## src/rtl/osr_pkg.sv

```systemverilog
package osr_pkg;

  typedef enum logic [2:0] {
    S_IDLE,
    S_START,
    S_DATA,
    S_PAR,
    S_STOP,
    S_HOLD
  } rx_state_e;

  localparam logic [1:0] RATE_MID  = 2'b10;
  localparam logic [1:0] RATE_HIGH = 2'b11;

  // start + stop + (5 + len) data bits + optional parity
  function automatic logic [3:0] frame_bits(input logic [1:0] len, input logic pen);
    return 4'd7 + {2'b00, len} + {3'b000, pen};
  endfunction

endpackage

```

## src/rtl/osr_frame_sampler.sv

```systemverilog
module osr_frame_sampler #(
  parameter int DATA_W = 8,
  parameter int CW     = 7
) (
  input  logic              clk,
  input  logic              rst_n,
  input  logic              tick,
  input  logic              rx,
  input  logic              rx_enable,
  input  logic [CW-1:0]     osr,
  input  logic [1:0]        char_len,
  input  logic              par_en,
  input  logic              par_even,
  output logic              push,
  output logic [DATA_W-1:0] push_data,
  output logic              push_pe,
  output logic              push_fe
);
  import osr_pkg::*;

  localparam int IW = $clog2(DATA_W);
  localparam logic [CW-1:0] CNT_ONE = CW'(1);

  rx_state_e         state_q;
  logic [CW-1:0]     cnt_q;
  logic [IW-1:0]     idx_q;
  logic [DATA_W-1:0] shreg_q;
  logic              par_q;
  logic [CW-1:0]     half;
  logic              hit;
  logic [IW-1:0]     last_idx;
  logic              exp_par;

  assign half     = osr >> 1;
  assign hit      = (cnt_q + CNT_ONE) == osr;
  assign last_idx = IW'(4) + IW'(char_len);
  assign exp_par  = par_even ? (^shreg_q) : ~(^shreg_q);

  always_ff @(posedge clk or negedge rst_n) begin
    if (!rst_n) begin
      state_q <= S_IDLE;
      cnt_q   <= '0;
      idx_q   <= '0;
      shreg_q <= '0;
      par_q   <= 1'b0;
    end else if (!rx_enable) begin
      state_q <= S_IDLE;
      cnt_q   <= '0;
    end else if (tick) begin
      unique case (state_q)
        S_IDLE: if (!rx) begin
          cnt_q   <= '0;
          idx_q   <= '0;
          shreg_q <= '0;
          state_q <= (osr == CNT_ONE) ? S_DATA : S_START;
        end
        S_START: begin
          if ((cnt_q + CNT_ONE) == half) begin
            cnt_q   <= '0;
            state_q <= rx ? S_IDLE : S_DATA;
          end else begin
            cnt_q <= cnt_q + CNT_ONE;
          end
        end
        S_DATA: begin
          if (hit) begin
            cnt_q          <= '0;
            shreg_q[idx_q] <= rx;
            if (idx_q == last_idx) state_q <= par_en ? S_PAR : S_STOP;
            else                   idx_q   <= idx_q + IW'(1);
          end else begin
            cnt_q <= cnt_q + CNT_ONE;
          end
        end
        S_PAR: begin
          if (hit) begin
            cnt_q   <= '0;
            par_q   <= rx;
            state_q <= S_STOP;
          end else begin
            cnt_q <= cnt_q + CNT_ONE;
          end
        end
        S_STOP: begin
          if (hit) begin
            cnt_q   <= '0;
            state_q <= rx ? S_IDLE : S_HOLD;
          end else begin
            cnt_q <= cnt_q + CNT_ONE;
          end
        end
        S_HOLD: if (rx) state_q <= S_IDLE;
        default: state_q <= S_IDLE;
      endcase
    end
  end

  assign push      = rx_enable && tick && hit && (state_q == S_STOP);
  assign push_data = shreg_q;
  assign push_pe   = par_en && (par_q != exp_par);
  assign push_fe   = !rx;


  idle_when_off_chk: assert property (@(posedge clk) disable iff (!rst_n)
    !rx_enable |=> (state_q == S_IDLE));


  hold_until_high_chk: assert property (@(posedge clk) disable iff (!rst_n)
    (state_q == S_HOLD && !rx) |=> (state_q == S_HOLD || !rx_enable));

endmodule

```

## src/rtl/osr_break_watch.sv

```systemverilog
module osr_break_watch #(
  parameter int CW = 7,
  parameter int BW = 11
) (
  input  logic          clk,
  input  logic          rst_n,
  input  logic          tick,
  input  logic          rx,
  input  logic          rx_enable,
  input  logic [CW-1:0] osr,
  input  logic [1:0]    char_len,
  input  logic          par_en,
  output logic          brk
);
  import osr_pkg::*;

  logic [BW-1:0] thr;
  logic [BW-1:0] low_cnt_q;
  logic          brk_q;

  assign thr = (BW'(frame_bits(char_len, par_en)) * BW'(osr)) << 1;

  always_ff @(posedge clk or negedge rst_n) begin
    if (!rst_n) begin
      low_cnt_q <= '0;
      brk_q     <= 1'b0;
    end else if (!rx_enable || rx) begin
      low_cnt_q <= '0;
      brk_q     <= 1'b0;
    end else if (tick && !brk_q) begin
      low_cnt_q <= low_cnt_q + BW'(1);
      if ((low_cnt_q + BW'(1)) == thr) brk_q <= 1'b1;
    end
  end

  assign brk = brk_q;


  break_clear_chk: assert property (@(posedge clk) disable iff (!rst_n)
    rx |=> !brk_q);


  break_rise_chk: assert property (@(posedge clk) disable iff (!rst_n)
    $rose(brk_q) |-> ($past(!rx) && $past(tick)));

endmodule

```

## src/rtl/osr_rx_buffer.sv

```systemverilog
module osr_rx_buffer #(
  parameter int DATA_W = 8
) (
  input  logic              clk,
  input  logic              rst_n,
  input  logic              push,
  input  logic [DATA_W-1:0] push_data,
  input  logic              push_pe,
  input  logic              push_fe,
  input  logic              rd_ready,
  input  logic              err_clear,
  output logic              rd_valid,
  output logic [DATA_W-1:0] rd_data,
  output logic              pe_flag,
  output logic              fe_flag,
  output logic              ovr_flag
);
  logic              valid_q;
  logic [DATA_W-1:0] data_q;
  logic              pe_q, fe_q, ovr_q;
  logic              pop;

  assign pop = valid_q && rd_ready;

  always_ff @(posedge clk or negedge rst_n) begin
    if (!rst_n) begin
      valid_q <= 1'b0;
      data_q  <= '0;
      pe_q    <= 1'b0;
      fe_q    <= 1'b0;
      ovr_q   <= 1'b0;
    end else begin
      if (push) begin
        data_q  <= push_data;
        valid_q <= 1'b1;
      end else if (pop) begin
        valid_q <= 1'b0;
      end
      if (push && push_pe)               pe_q  <= 1'b1;
      else if (err_clear)                pe_q  <= 1'b0;
      if (push && push_fe)               fe_q  <= 1'b1;
      else if (err_clear)                fe_q  <= 1'b0;
      if (push && valid_q && !rd_ready)  ovr_q <= 1'b1;
      else if (err_clear)                ovr_q <= 1'b0;
    end
  end

  assign rd_valid = valid_q;
  assign rd_data  = data_q;
  assign pe_flag  = pe_q;
  assign fe_flag  = fe_q;
  assign ovr_flag = ovr_q;


  hold_data_chk: assert property (@(posedge clk) disable iff (!rst_n)
    (valid_q && !rd_ready && !push) |=> (valid_q && $stable(data_q)));


  overrun_cause_chk: assert property (@(posedge clk) disable iff (!rst_n)
    $rose(ovr_q) |-> $past(valid_q));


  flags_cleared_chk: assert property (@(posedge clk) disable iff (!rst_n)
    (err_clear && !push) |=> (!pe_q && !fe_q && !ovr_q));

endmodule

```

## src/rtl/osr_receiver.sv

```systemverilog
module osr_receiver #(
  parameter int DATA_W   = 8,
  parameter int OSR_MID  = 16,
  parameter int OSR_HIGH = 64
) (
  input  logic              clk,
  input  logic              rst_n,
  input  logic              tick,
  input  logic              rx_serial,
  input  logic              rx_enable,
  input  logic [1:0]        rate_sel,
  input  logic [1:0]        char_len,
  input  logic              par_en,
  input  logic              par_even,
  input  logic              err_clear,
  input  logic              rd_ready,
  output logic              rd_valid,
  output logic [DATA_W-1:0] rd_data,
  output logic              parity_err,
  output logic              framing_err,
  output logic              overrun_err,
  output logic              break_det
);
  import osr_pkg::*;

  localparam int CW = $clog2(OSR_HIGH) + 1;
  localparam int BW = $clog2(2 * (DATA_W + 3) * OSR_HIGH + 1);

  logic [CW-1:0]     osr;
  logic              push, push_pe, push_fe;
  logic [DATA_W-1:0] push_data;

  always_comb begin
    unique case (rate_sel)
      RATE_MID:  osr = CW'(OSR_MID);
      RATE_HIGH: osr = CW'(OSR_HIGH);
      default:   osr = CW'(1);
    endcase
  end

  osr_frame_sampler #(.DATA_W(DATA_W), .CW(CW)) u_sampler (
    .clk(clk), .rst_n(rst_n), .tick(tick), .rx(rx_serial),
    .rx_enable(rx_enable), .osr(osr), .char_len(char_len),
    .par_en(par_en), .par_even(par_even),
    .push(push), .push_data(push_data), .push_pe(push_pe), .push_fe(push_fe)
  );

  osr_break_watch #(.CW(CW), .BW(BW)) u_break (
    .clk(clk), .rst_n(rst_n), .tick(tick), .rx(rx_serial),
    .rx_enable(rx_enable), .osr(osr), .char_len(char_len),
    .par_en(par_en), .brk(break_det)
  );

  osr_rx_buffer #(.DATA_W(DATA_W)) u_buffer (
    .clk(clk), .rst_n(rst_n), .push(push), .push_data(push_data),
    .push_pe(push_pe), .push_fe(push_fe), .rd_ready(rd_ready),
    .err_clear(err_clear), .rd_valid(rd_valid), .rd_data(rd_data),
    .pe_flag(parity_err), .fe_flag(framing_err), .ovr_flag(overrun_err)
  );


  no_push_when_off_chk: assert property (@(posedge clk) disable iff (!rst_n)
    (!rx_enable && !rd_valid && !rd_ready) |=> !rd_valid);

endmodule

```

## config.mk

```make
export PLATFORM = sky130hd
export DESIGN_NAME = osr_receiver
export DESIGN_NICKNAME = d
export VERILOG_FILES = /design/src/rtl/osr_pkg.sv /design/src/rtl/osr_frame_sampler.sv /design/src/rtl/osr_break_watch.sv /design/src/rtl/osr_rx_buffer.sv /design/src/rtl/osr_receiver.sv
export SDC_FILE = /design/constraint.sdc
export NUM_CORES = 1
export LEC_CHECK = 0
export ABC_AREA = 1
export BUFFER_PORTS_ARGS = -buffer_cell sky130_fd_sc_hd__buf_2
export CORE_MARGIN = 2
export CORE_UTILIZATION = 62
export CTS_BUF_LIST = sky130_fd_sc_hd__clkbuf_4
export DETAILED_ROUTE_END_ITERATION = 16
export PLACE_DENSITY = 0.88
export SYNTH_ARGS = -nofsm -noshare
export SYNTH_HDL_FRONTEND = slang
export SYNTH_SLANG_ARGS = --single-unit
export TNS_END_PERCENT = 30
```

## constraint.sdc

```tcl
create_clock -name clk -period 2.14 [get_ports clk]
set_clock_uncertainty 0.15 [all_clocks]
set_input_delay 0.428 -clock clk [delete_from_list [all_inputs] [get_ports clk]]
set_output_delay 0.428 -clock clk [all_outputs]
set_load 0.005 [all_outputs]
```

==> Word level (Yosys, flattened, before mapping) <==
Cells that the tools add are included.
{ "classes": {"reduce_logical": 32, "addsub": 6, "n_mul": 1, "magnitude_cmp": 2, "muxes": 43, "n_eq_ne": 25, "bitwise_logic": 1} }
{ "ops": {"columns": ["op", "n"], "rows": [
  ["$mux W3", 14],
  ["$mux W7", 5],
  ["$mux W11", 2],
  ["$pmux W7 S3", 1],
  ["$pmux W3 S6", 1],
  ["$mux W8", 2],
  ["$pmux W8 S2", 1],
  ["$ne A3 B2 Y1 const B", 5],
  ["$pmux W7 S2", 1],
  ["$reduce_bool A2 Y1", 7],
  ["$add A11 B1 Y11 const B", 1],
  ["$eq A11 B11 Y1", 1],
  ["$logic_and A1 B1 Y1", 11],
  ["$mux W1", 11],
  ["$mul A4 B7 Y10", 1],
  ["$bwmux W8", 1],
  ["$reduce_and A8 Y1", 1],
  ["$reduce_xor A8 Y1", 1],
  ["$add A7 B1 Y7 const B", 1],
  ["$eq A7 B1 Y1 const B", 1],
  ["$eq A7 B6 Y1", 1],
  ["$eq A7 B7 Y1", 1],
  ["$eq A3 B2 Y1 const B", 2],
  ["$eq A3 B3 Y1 const B", 2],
  ["27 further kinds", 35]
]} }
{ "word_totals": {"reg_bits": 46} }

==> Longest topological paths before layout <==
Gate-level depths: netlist (run 1).
{ "logic_depth": {"word_depth": 8, "depth_mapped": 17, "ltp_nobuf": 17} }

==> Hierarchy <==
A second synthesis (run 1) with hierarchy kept.
{ "hier_totals": {"cells_unflattened": 622, "area_unflattened_um2": 4057.6} }
{ "modules_own_cells": {"columns": ["mod", "seq_area_each_um2", "instances", "area_each_um2", "cells_each"], "rows": [
  ["osr_frame_sampler", 550.5, 1, 1846.8, 277],
  ["osr_break_watch", 300.3, 1, 1734.2, 289],
  ["osr_rx_buffer", 300.3, 1, 455.4, 51],
  ["osr_receiver", 0.0, 1, 21.3, 5]
]} }

==> Worst setup path before layout (run 1) <==
OpenSTA, ideal clock, no wires.
{ "synth_path": {"kind": "in2reg", "start": "in par_en", "end": "reg u_break.brk_q, in the netlist u_break.brk", "stages": 15, "arrival_time_ns": 2.407, "setup_slack_ns": -0.494, "t_required_ns": 1.913, "cell_sequence": "inv_1 ha_1 ha_1 nor2_1 ha_1 ha_1 ha_1 xnor2_1 xor2_1 nor2_1 nor2_1 nand2_1 nor2_1 nand2_1 a21oi_1"} }
{ "synth_via": {"elab_chain_cells": 5} }
{ "synth_rtl": {"columns": ["item", "line_no", "text"], "rows": [
  ["start, declared", "osr_receiver.sv:13", "input logic par_en,"],
  ["$add A4 B1 Y4", "osr_pkg.sv:17", "return 4'd7 + {2'b00, len} + {3'b000, pen};"],
  ["$mul A4 B7 Y10", "osr_break_watch.sv:21", "assign thr = (BW'(frame_bits(char_len, par_en)) * BW'(osr)) << 1;"],
  ["$eq A11 B11 Y1", "osr_break_watch.sv:32", "if ((low_cnt_q + BW'(1)) == thr) brk_q <= 1'b1;"],
  ["$reduce_bool A2 Y1 (no line)", null, null],
  ["$reduce_and A2 Y1 (no line)", null, null],
  ["end signal, assigned", "osr_break_watch.sv:26", "brk_q <= 1'b0;"],
  ["end signal, assigned", "osr_break_watch.sv:29", "brk_q <= 1'b0;"],
  ["end signal, assigned", "osr_break_watch.sv:32", null],
  ["end, declared", "osr_break_watch.sv:19", "logic brk_q;"]
]} }
No other way between the ends.
A chain may end at the register's enable or synchronous reset.

==> Worst setup path in the final report (run 1) <==
Same ends and word-level chain as after synthesis.

==> flow_results.org, run 1 <==
** Final layout
- Count of nets after finishing :: 539
- The area growth from synthesis to layout is 22.6%.
- Core occupancy in the finished layout :: 0.803
- 0 antenna diodes ended up in the layout.
- Layout cell share with drive strength beyond 1 :: 0.219

** Die
- For this design the top-level I/O count stands at 26.
- Initial cell density of the core :: 0.655
- In this run the standard cell core region covers 0.00482 sq mm.
- Measured along the x axis, the die boundary spans 75.4 um.
- Overall die height :: 75.4 um
- The initialized floorplan defines 25 standard-cell rows.
- Die Outline Area :: between 0.005 and 0.006 sq mm

** Worst setup path
- The most critical setup path has its startpoint at par_en.
- Together, buffers and inverters on the worst path number 2.
- The largest single stage delay on the critical path is 0.26 ns.
- On the critical path, the stage with the largest delay is an instance of sky130_fd_sc_hd__xor2_1.
- Cells traversed along the worst timing path :: buf_8, clkinvlp_4, ha_4, ha_4, nor2_4, ha_4, ha_4, ha_4, xnor2_2, xor2_1, nor2_1, nor2_1, nand2_1, nor2_1, nand2_1, a21oi_2
- The endpoint identified for the worst register-to-register timing path is u_break.brk$_DFFE_PN0P_.
- STA puts the critical path data required time at 2.28 ns.
- Cell repeated most along the worst path :: sky130_fd_sc_hd__ha_4
- The worst setup path is of the in2reg kind.
- CP endpoint kind :: flop
- WP data arrival :: 2.63 ns
- STA classifies the critical path startpoint as an input port.
- Across all register-to-register paths, the minimum setup slack is 0.04 ns.
- Crit Reg-Reg Startpoint :: u_break.low_cnt_q[1]$_DFFE_PN0P_
- Critical path fanouts, max :: 2
- Kind of cell adding the most delay to the critical path :: adder cells
- Counting cells, the worst reg-to-reg path comes to 13.

** Place
- Placer Congestion :: around 0.96
- Estimated wirelength of the detail-placed design :: 6120 um
- Before CTS, the worst setup slack after placement is -0.702 ns.
- Number of buffers inserted by port buffering :: 25

** Clock network
- Clock-pin slew was measured on the worst setup and hold paths at 0.14 ns.
- CTS saw 46 sinks.
- Clock latency reported for the late side of the worst-skew pair :: 0.36 ns
- CTS placed an instance of sky130_fd_sc_hd__clkbuf_4 at the clock tree root.
- Maximum buffer depth of the clock tree :: 2
- TritonCTS built the clock tree.
- The H-tree generated during clock tree synthesis spans 2 levels.
- Clock buffer count from CTS :: 5

** Power
- Largest vdd supply drop :: 0.000576 V
- For this design the static power due to leakage is 1.96 nW.
- In this run the power density over the cells is 704 mW/mm^2.
- Pwr Total :: about 2.7 mW

** Timing
- Final hold slack :: 0.162 ns
- Min Clock Period, post-route :: 2.49 ns
- At the pin with the least slew margin, the transition time is around 0.56 ns.
- Summed over all failing endpoints, the final setup total negative slack is -0.348 ns.
- Number of max-slew violations in the final report :: 0
- Setup violations remaining at the end of the flow were counted as 1.
- In this run the tightest slew margin relative to its limit is 0.630.
- Setup repair after global routing could not meet its margin everywhere.
- Static timing analysis puts the maximum clock frequency at 402 MHz.
- Worst Slack Setup Final :: -0.348 ns
- Final cycle utilization of the critical path :: 1.16
- The number of hold violations in the final report is 0.

** Detailed routing
- Dividing the detail-routed wire length by the instance count gives between 10 and 15 um.
- Count of antenna-violating nets left after detailed routing :: 0
- Via total after detailed routing :: 3330
- The pre-antenna-repair detailed-routing pass consisted of 5 iterations.
- Routed WL :: 8490 um
- Vias per cell :: 5.71
- After detailed routing, the number of remaining DRC violations is 0.
- Starting DRT DRC Count :: around 310

** Global route
- For this run the aggregate overflow at the end of global routing stands at 0.
- Largest net degree at the start of global routing :: 25
- Total Routing Usage GR :: 0.298
- In the global route stage, met2 resource usage came out at 0.496.
- After global routing, the most crowded layer is met2.
- The first global-routing pass estimated 13000 um of wire.
- Via count of the first global-routing pass :: a little under 3k
- For met3 alone, demand over resource in global routing was 0.0437.
- The initial antenna violation count is 0.
- Met1 demand-to-capacity share in global routing :: 0.405

** Min path
- Start point of the worst hold path :: err_clear
- The path with the worst hold slack has its endpoint at u_buffer.pe_flag$_DFFE_PN0P_.
- Worst hold path class :: in2reg
- Number of cells on the worst hold path :: 4

** Run status
- Outcome :: complete, but fails checks
- Violated checks :: setup timing

** Logic synthesis
- The number of nets handed over by synthesis was 484.
- Flops & latches, synth :: 46
- The share of the Yosys chip area taken by registers is 0.365.
- The mapped netlist covers 0.00316 sq mm.
- After technology mapping, the gate count stands at 460.
- After synthesis, the mean cell area works out to between 6 and 7 sq um.
- Post-synth cell types :: 35
- Count of synthesis-stage warnings from yosys :: 0

** Run
- # Max-Cap Violations :: 0
## power breakdown
group	total (mW)	switching [mW]	internal, mW	leakage [nW]
logic	1.14	0.717	0.425	1.28
clock network	0.543	0.284	0.259	0.0419
registers	1.04	0.0977	0.942	0.638
total	2.72	1.10	1.63	1.96
## cells by family (layout without fill, tap and decap cells)
family | count (synthesis) | in the layout | share of synthesized area
buf+inv | 60 | 115 | 0.0753
flops | 46 | 46 | 0.365
compound gates | 41 | 41 | 0.0769
xor+xnor | 17 | 17 | 0.0472
simple gates | 285 | 286 | 0.392
fa+ha+maj | 11 | 11 | 0.0436
## timing repair
item,CTS,global route
resized for setup,10,23
cloned,0,1
hold buffers,1,0
pin swaps,3,11
endpoints found under the hold margin,23,0
endpoints found under the setup margin,12,32
setup buffers,0,1
## worst register-to-register path, delay by kind of cell, from the launching register on
| family | cells | cell delay [ns] |
|---|---|---|
| compound gates | 2 | 0.28 |
| fa+ha+maj | 1 | 0.22 |
| buf+inv | 1 | 0.08 |
| flops | 1 | 0.40 |
| simple gates | 9 | 0.91 |
## metrics by stage
step           instances  instance area [sq um]
4_1_cts              581                   3760
3_5_place_dp         572                   3610
3_3_place_gp         572                   3610
6_report             583                   3870
2_1_floorplan        460                   3220
5_1_grt              583                   3870
## sequential cells by signal (all words and copies together), names as in the netlist
register             cells
u_break.low_cnt_q       11
u_buffer.rd_data         8
u_sampler.push_data      8
u_sampler.cnt_q          7
u_sampler.idx_q          3
u_sampler.state_q        3
u_break.brk              1
u_buffer.fe_flag         1
u_buffer.ovr_flag        1
u_buffer.pe_flag         1
u_buffer.rd_valid        1
u_sampler.par_q          1
## how the worst max path moves through the flow
stage | slack, ns | depth (start not counted) | endpoint
after floorplan | -0.40 | 15 | u_break.brk$_DFFE_PN0P_
after global routing | -0.45 | 17 | u_break.brk$_DFFE_PN0P_
final | -0.35 | 16 | u_break.brk$_DFFE_PN0P_
after CTS | -0.20 | 16 | u_break.brk$_DFFE_PN0P_
after global placement | -0.58 | 16 | u_break.brk$_DFFE_PN0P_
after detailed placement | -0.70 | 16 | u_break.brk$_DFFE_PN0P_
## cell usage in the layout, fill, tap and decap left out, types with 2 or more instances in the layout
cell	Yosys	routed
sky130_fd_sc_hd__nand2_1	167	162
sky130_fd_sc_hd__nand2_4	1	3
sky130_fd_sc_hd__o211ai_1	2	2
sky130_fd_sc_hd__or2_2	8	8
sky130_fd_sc_hd__clkbuf_4	0	6
sky130_fd_sc_hd__nand2_2	5	8
sky130_fd_sc_hd__o21ai_1	1	2
sky130_fd_sc_hd__buf_4	0	24
sky130_fd_sc_hd__nand3b_1	3	3
sky130_fd_sc_hd__ha_1	11	3
sky130_fd_sc_hd__nand3_2	2	4
sky130_fd_sc_hd__clkinvlp_4	0	2
sky130_fd_sc_hd__nor2_2	4	4
sky130_fd_sc_hd__xor2_1	9	9
sky130_fd_sc_hd__o21ai_0	18	17
sky130_fd_sc_hd__a21oi_2	0	2
sky130_fd_sc_hd__xnor2_1	8	7
sky130_fd_sc_hd__buf_12	0	2
sky130_fd_sc_hd__ha_4	0	7
sky130_fd_sc_hd__nand3_1	24	21
sky130_fd_sc_hd__nand3_4	1	2
sky130_fd_sc_hd__buf_2	1	24
sky130_fd_sc_hd__a21oi_1	5	3
sky130_fd_sc_hd__nor2_1	46	42
sky130_fd_sc_hd__inv_1	51	49
sky130_fd_sc_hd__nor2_4	0	4
sky130_fd_sc_hd__dfrtp_1	46	46
sky130_fd_sc_hd__o22ai_1	8	8
sky130_fd_sc_hd__nand4_1	13	13
sky130_fd_sc_hd__o21ai_2	2	2
sky130_fd_sc_hd__inv_2	3	3
sky130_fd_sc_hd__nor3_1	10	10
## layout make-up
cell class	count	area, sq um
clock buffer	6	45.0
clock inverter	2	37.5
fill	328	948
inverter	55	218
multi-input combinational	355	1970
sequential	46	1150
tap	67	83.8
timing repair buffer	52	365
## cell usage after synthesis
cell type                  count  area, sq um
sky130_fd_sc_hd__o22ai_1       8         50.1
sky130_fd_sc_hd__nor3_1       10         50.1
sky130_fd_sc_hd__nand3_2       2         20.0
sky130_fd_sc_hd__o21ai_0      18         90.1
sky130_fd_sc_hd__nand2_2       5         31.3
sky130_fd_sc_hd__clkbuf_1      2         7.51
sky130_fd_sc_hd__o21ai_1       1         5.00
sky130_fd_sc_hd__a21boi_0      1         7.51
sky130_fd_sc_hd__nor2_2        4         25.0
sky130_fd_sc_hd__xnor2_1       8         70.1
sky130_fd_sc_hd__a221oi_1      1         8.76
sky130_fd_sc_hd__o21bai_1      1         7.51
sky130_fd_sc_hd__o32ai_1       1         8.76
sky130_fd_sc_hd__dfrtp_1      46         1150
sky130_fd_sc_hd__nand3b_1      3         22.5
sky130_fd_sc_hd__o21ai_2       2         17.5
sky130_fd_sc_hd__nor2_1       46          173
sky130_fd_sc_hd__nor3_2        1         10.0
sky130_fd_sc_hd__nand4_1      13         81.3
sky130_fd_sc_hd__inv_1        51          191
sky130_fd_sc_hd__nand2_1     167          627
sky130_fd_sc_hd__nand3_1      24          120
sky130_fd_sc_hd__ha_1         11          138
sky130_fd_sc_hd__inv_2         3         11.3
sky130_fd_sc_hd__a21oi_1       5         25.0
sky130_fd_sc_hd__o211ai_1      2         15.0
sky130_fd_sc_hd__nand2_4       1         11.3
sky130_fd_sc_hd__xor2_1        9         78.8
sky130_fd_sc_hd__inv_4         1         6.26
sky130_fd_sc_hd__o21a_1        1         7.51
sky130_fd_sc_hd__buf_2         1         5.00
sky130_fd_sc_hd__clkbuf_2      1         5.00
sky130_fd_sc_hd__buf_6         1         11.3
sky130_fd_sc_hd__or2_2         8         50.1
sky130_fd_sc_hd__nand3_4       1         17.5
## routing by layer
layer  routed length, um  vias to the layer above
li1                    -                     1590
met1                3590                     1538
met2                4070                      163
met3                 546                       39
met4                 290                        0
met5                   0                        -
No activity file was read; power rests on OpenSTA's default activity.
==> inputs of run 2 (changes only) <==
Settings changed: CELL_PAD_IN_SITES_DETAIL_PLACEMENT set to 1, CELL_PAD_IN_SITES_GLOBAL_PLACEMENT set to 1, CORE_ASPECT_RATIO set to 0.75, CORE_UTILIZATION 62 to 40, PLACE_DENSITY 0.88 to 0.81.
==> run 2 against run 1 <==
Against the previous run:
- the run ends with hold timing, setup timing left
- power down 3.6%
- design area up 1.4%
- non-clock buffer count up 8
- sequential power about the same
- sequential cell count stayed put
- cell count rose by 7.9%
- sequential share of layout area down 0.37 points
- first-iteration DRC count down 61%
- die area is 52% higher
- clock power fell by 20%
- worst setup slack improved by 0.11 ns
- highest routed layer unchanged
==> flow_results.org, run 2 (synthesis results as in run 1) <==
** Run status
- Outcome :: complete, but fails checks
- The final reports fail on hold timing, setup timing.

** Detailed routing
- For this block, the routed nets add up to 9410 um of wire.
- After detailed routing, the average wire length per cell comes to roughly 15 um.
- Starting DRT DRC Count :: 119
- Detailed Routing Iterations Pass 1 :: 4
- In this run the remaining antenna-violating nets after routing total 0.
- Via total after detailed routing :: 3176
- DRC violation count after routing :: 0
- Vias per cell :: a little over 5

** Clock network
- The cell sitting at the root of the clock tree is a sky130_fd_sc_hd__clkbuf_4.
- Clock buffer count from CTS :: 5
- Clock-pin slew of the registers on the worst-case setup and hold paths :: 0.15 ns
- Counting along the longest clock path gives a buffer depth of 2.
- CTS H-tree lvls :: 2
- The later pin in the worst-skew pair is clocked with a latency of approximately 0.37 ns.
- Clock sink count :: 46
- Clock tree from TritonCTS :: built

** Place
- Buffers placed on the I/O ports in this run total 25.
- Placed instance area :: ~0.0037 sq mm
- Placer Congestion :: 0.874
- Including well taps, the total number of placed cells is roughly 600.
- Post-placement worst setup slack :: -0.680 ns
- Summed over all nets, the half-perimeter wirelength after detailed placement is slightly above 7000 um.

** Final layout
- Number of flip-flops under the largest register name :: 11
- The layout has 1046 filler cells.
- Once layout is complete, the utilization of the core stands at 0.504.
- Most flops, register :: u_break.low_cnt_q
- The final layout contains 547 nets.
- Most common cell after layout, fill and taps aside :: sky130_fd_sc_hd__nand2_1
- Excluding fillers, the count of instances in the completed layout stands at 629.
- Of the cells placed in the final design, the portion with a size suffix greater than 1 is 0.225.
- The repair_antennas step left the layout with diodes totalling 0.
- Compared with the post-synthesis result, the final layout area differs by 24.2%.
- Commonest cells after routing, fill and taps aside :: sky130_fd_sc_hd__nand2_1 (159), sky130_fd_sc_hd__inv_1 (50), sky130_fd_sc_hd__dfrtp_1 (45), sky130_fd_sc_hd__nor2_1 (44), sky130_fd_sc_hd__buf_4 (31)
- The finished cells cover slightly below 0.004 sq mm.

** Timing
- Final cycle utilization of the critical path :: 1.11
- Transition at the pin with the smallest max-transition slack :: 0.615 ns
- Worst slew margin relative to its limit :: 0.590
- Min Clock Period, post-route :: approximately 2.4 ns
- Setup slack on the critical path of the routed design comes to -0.233 ns.
- The number of pins with negative max-slew slack in the final report came to 0.
- Setup repair after global routing could not meet its margin everywhere.
- Derived from the worst setup path, the maximum achievable clock frequency is 421 MHz.
- The tightest hold path in the finished design has a slack of -0.0182 ns.
- Setup violations remaining at the end of the flow were counted as 1.
- The number of hold violations in the final report came to 12.

** Global route
- Across every metal layer, demand over resource in global routing totals 0.224.
- The number of global-route vias before repair came to 3187.
- Antenna violations before repair :: 0
- The first global-routing pass estimated between 15000 and 20000 um of wire.
- After global routing the overflow that remains totals 0.
- Entering global routing, the biggest net connects 47 pins.

** Power
- In this run the static leakage power is approximately 2.0 nW.
- IR analysis of the VDD net gives a maximum drop of about 0.00032 V.
- NetSw :: roughly 1.1 mW
- Of the total power, the clock network draws 0.166.
- Gate power share :: 0.430
- In this run the power density over the cells is 670 mW/mm^2.
- Proportion of power drawn by flip-flops and latches :: 0.404
- The internal portion of the total power is about 1.5 mW.
- Of the total power, the share spent switching nets is 0.433.

** Die
- Overall die height :: 80.9 um
- After floorplanning, the core was sized to cover 0.00778 sq mm.
- Width of the die :: 107 um
- Pin placement for this block handled 26 I/O pins.
- The floorplan has 28 rows.
- Die Outline Area :: 0.00863 sq mm
- Initial cell density of the core :: 0.406

** Worst setup path
- STA classifies the critical path startpoint as an input port.
- STA classifies the critical path endpoint as a flop.
- Kind of cell adding the most delay to the critical path :: adder cells
- Standard cell with the maximum stage delay on the critical path :: sky130_fd_sc_hd__ha_1
- Setup slack on the worst reg-to-reg path comes out at approximately 0.060 ns.
- At the worst endpoint, the required time is 2.30 ns.
- Data arrives at the worst endpoint at approximately 2.5 ns.
- Walking the worst path, the cells encountered are buf_6, clkinvlp_4, ha_4, ha_4, nor2_2, ha_1, ha_2, ha_4, xnor2_2, xor2_1, nor2_1, nor2_1, nand2_1, nor2_1, nand2_1, a21oi_2.
- The critical path is of the in2reg type.
- Worst stage delay on the critical path :: 0.28 ns
- In this run the worst path has a maximum fanout of 2.
- Counting both buffers and inverters, the worst setup path holds a total of 2.

** Min path
- Worst hold path class :: in2async

** Run
- Max-cap violations in this run came to 0.
[run 2: path summary, 6_finish.rpt]
check | startpoint | depth (start not counted) | to
worst max-delay path | par_en | 16 | u_break.brk$_DFFE_PN0P_
worst min-delay path | rst_n | 2 | u_sampler.cnt_q[4]$_DFFE_PN0P_
worst max register to register | u_sampler.cnt_q[0]$_DFFE_PN0P_ | 13 | u_sampler.state_q[2]$_DFFE_PN0P_
worst min register to register | u_buffer.rd_data[3]$_DFFE_PN0P_ | 2 | u_buffer.rd_data[3]$_DFFE_PN0P_
max in group asynchronous | rst_n | 2 | u_sampler.cnt_q[2]$_DFFE_PN0P_
min in group clk | rx_serial | 2 | u_buffer.fe_flag$_DFFE_PN0P_
[run 2: layer usage]
layer	routed length (um)	up-vias	global-route usage
met2	4530	34	0.373
met3	205	2	0.0345
met1	4650	1549	0.314
met5	0	-	0
li1	-	1591	-
met4	21	0	0.0403
[run 2: power by group through the flow]
stage | Clock, mW | Combinational, mW | Sequential [mW]
floorplan | 0 | 0.713 | 1.02
global placement | 0 | 0.969 | 1.06
detailed placement | 0 | 1.02 | 1.07
CTS | 0.447 | 1.03 | 1.06
global route | 0.488 | 1.27 | 1.08
finish | 0.436 | 1.13 | 1.06
[run 2: repair_timing]
item / in CTS / in global routing
buffers inserted: 0 / 2
hold endpoints to repair: 0 / 0
resized for setup: 4 / 33
hold buffers: 0 / 0
cloned: 0 / 1
setup endpoints to repair: 7 / 33
pin swaps: 5 / 18
[run 2: area by class of cell]
class	instances	area, sq um	share of cell area
Multi-Input combinational cell	355	1950	0.497
Sequential cell	46	1150	0.294
Timing Repair Buffer	60	418	0.107
Inverter	55	218	0.0555
Tap cell	105	131	0.0335
Clock buffer	5	37.5	0.00957
Clock inverter	3	16.3	0.00415
[run 2: stage by stage]
stage | setup TNS [ns] | power (mW)
floorplan | -0.404 | 1.73
global placement | -0.594 | 2.03
detailed placement | -0.929 | 2.09
CTS | -0.245 | 2.53
global route | -0.793 | 2.83
finish | -0.233 | 2.63
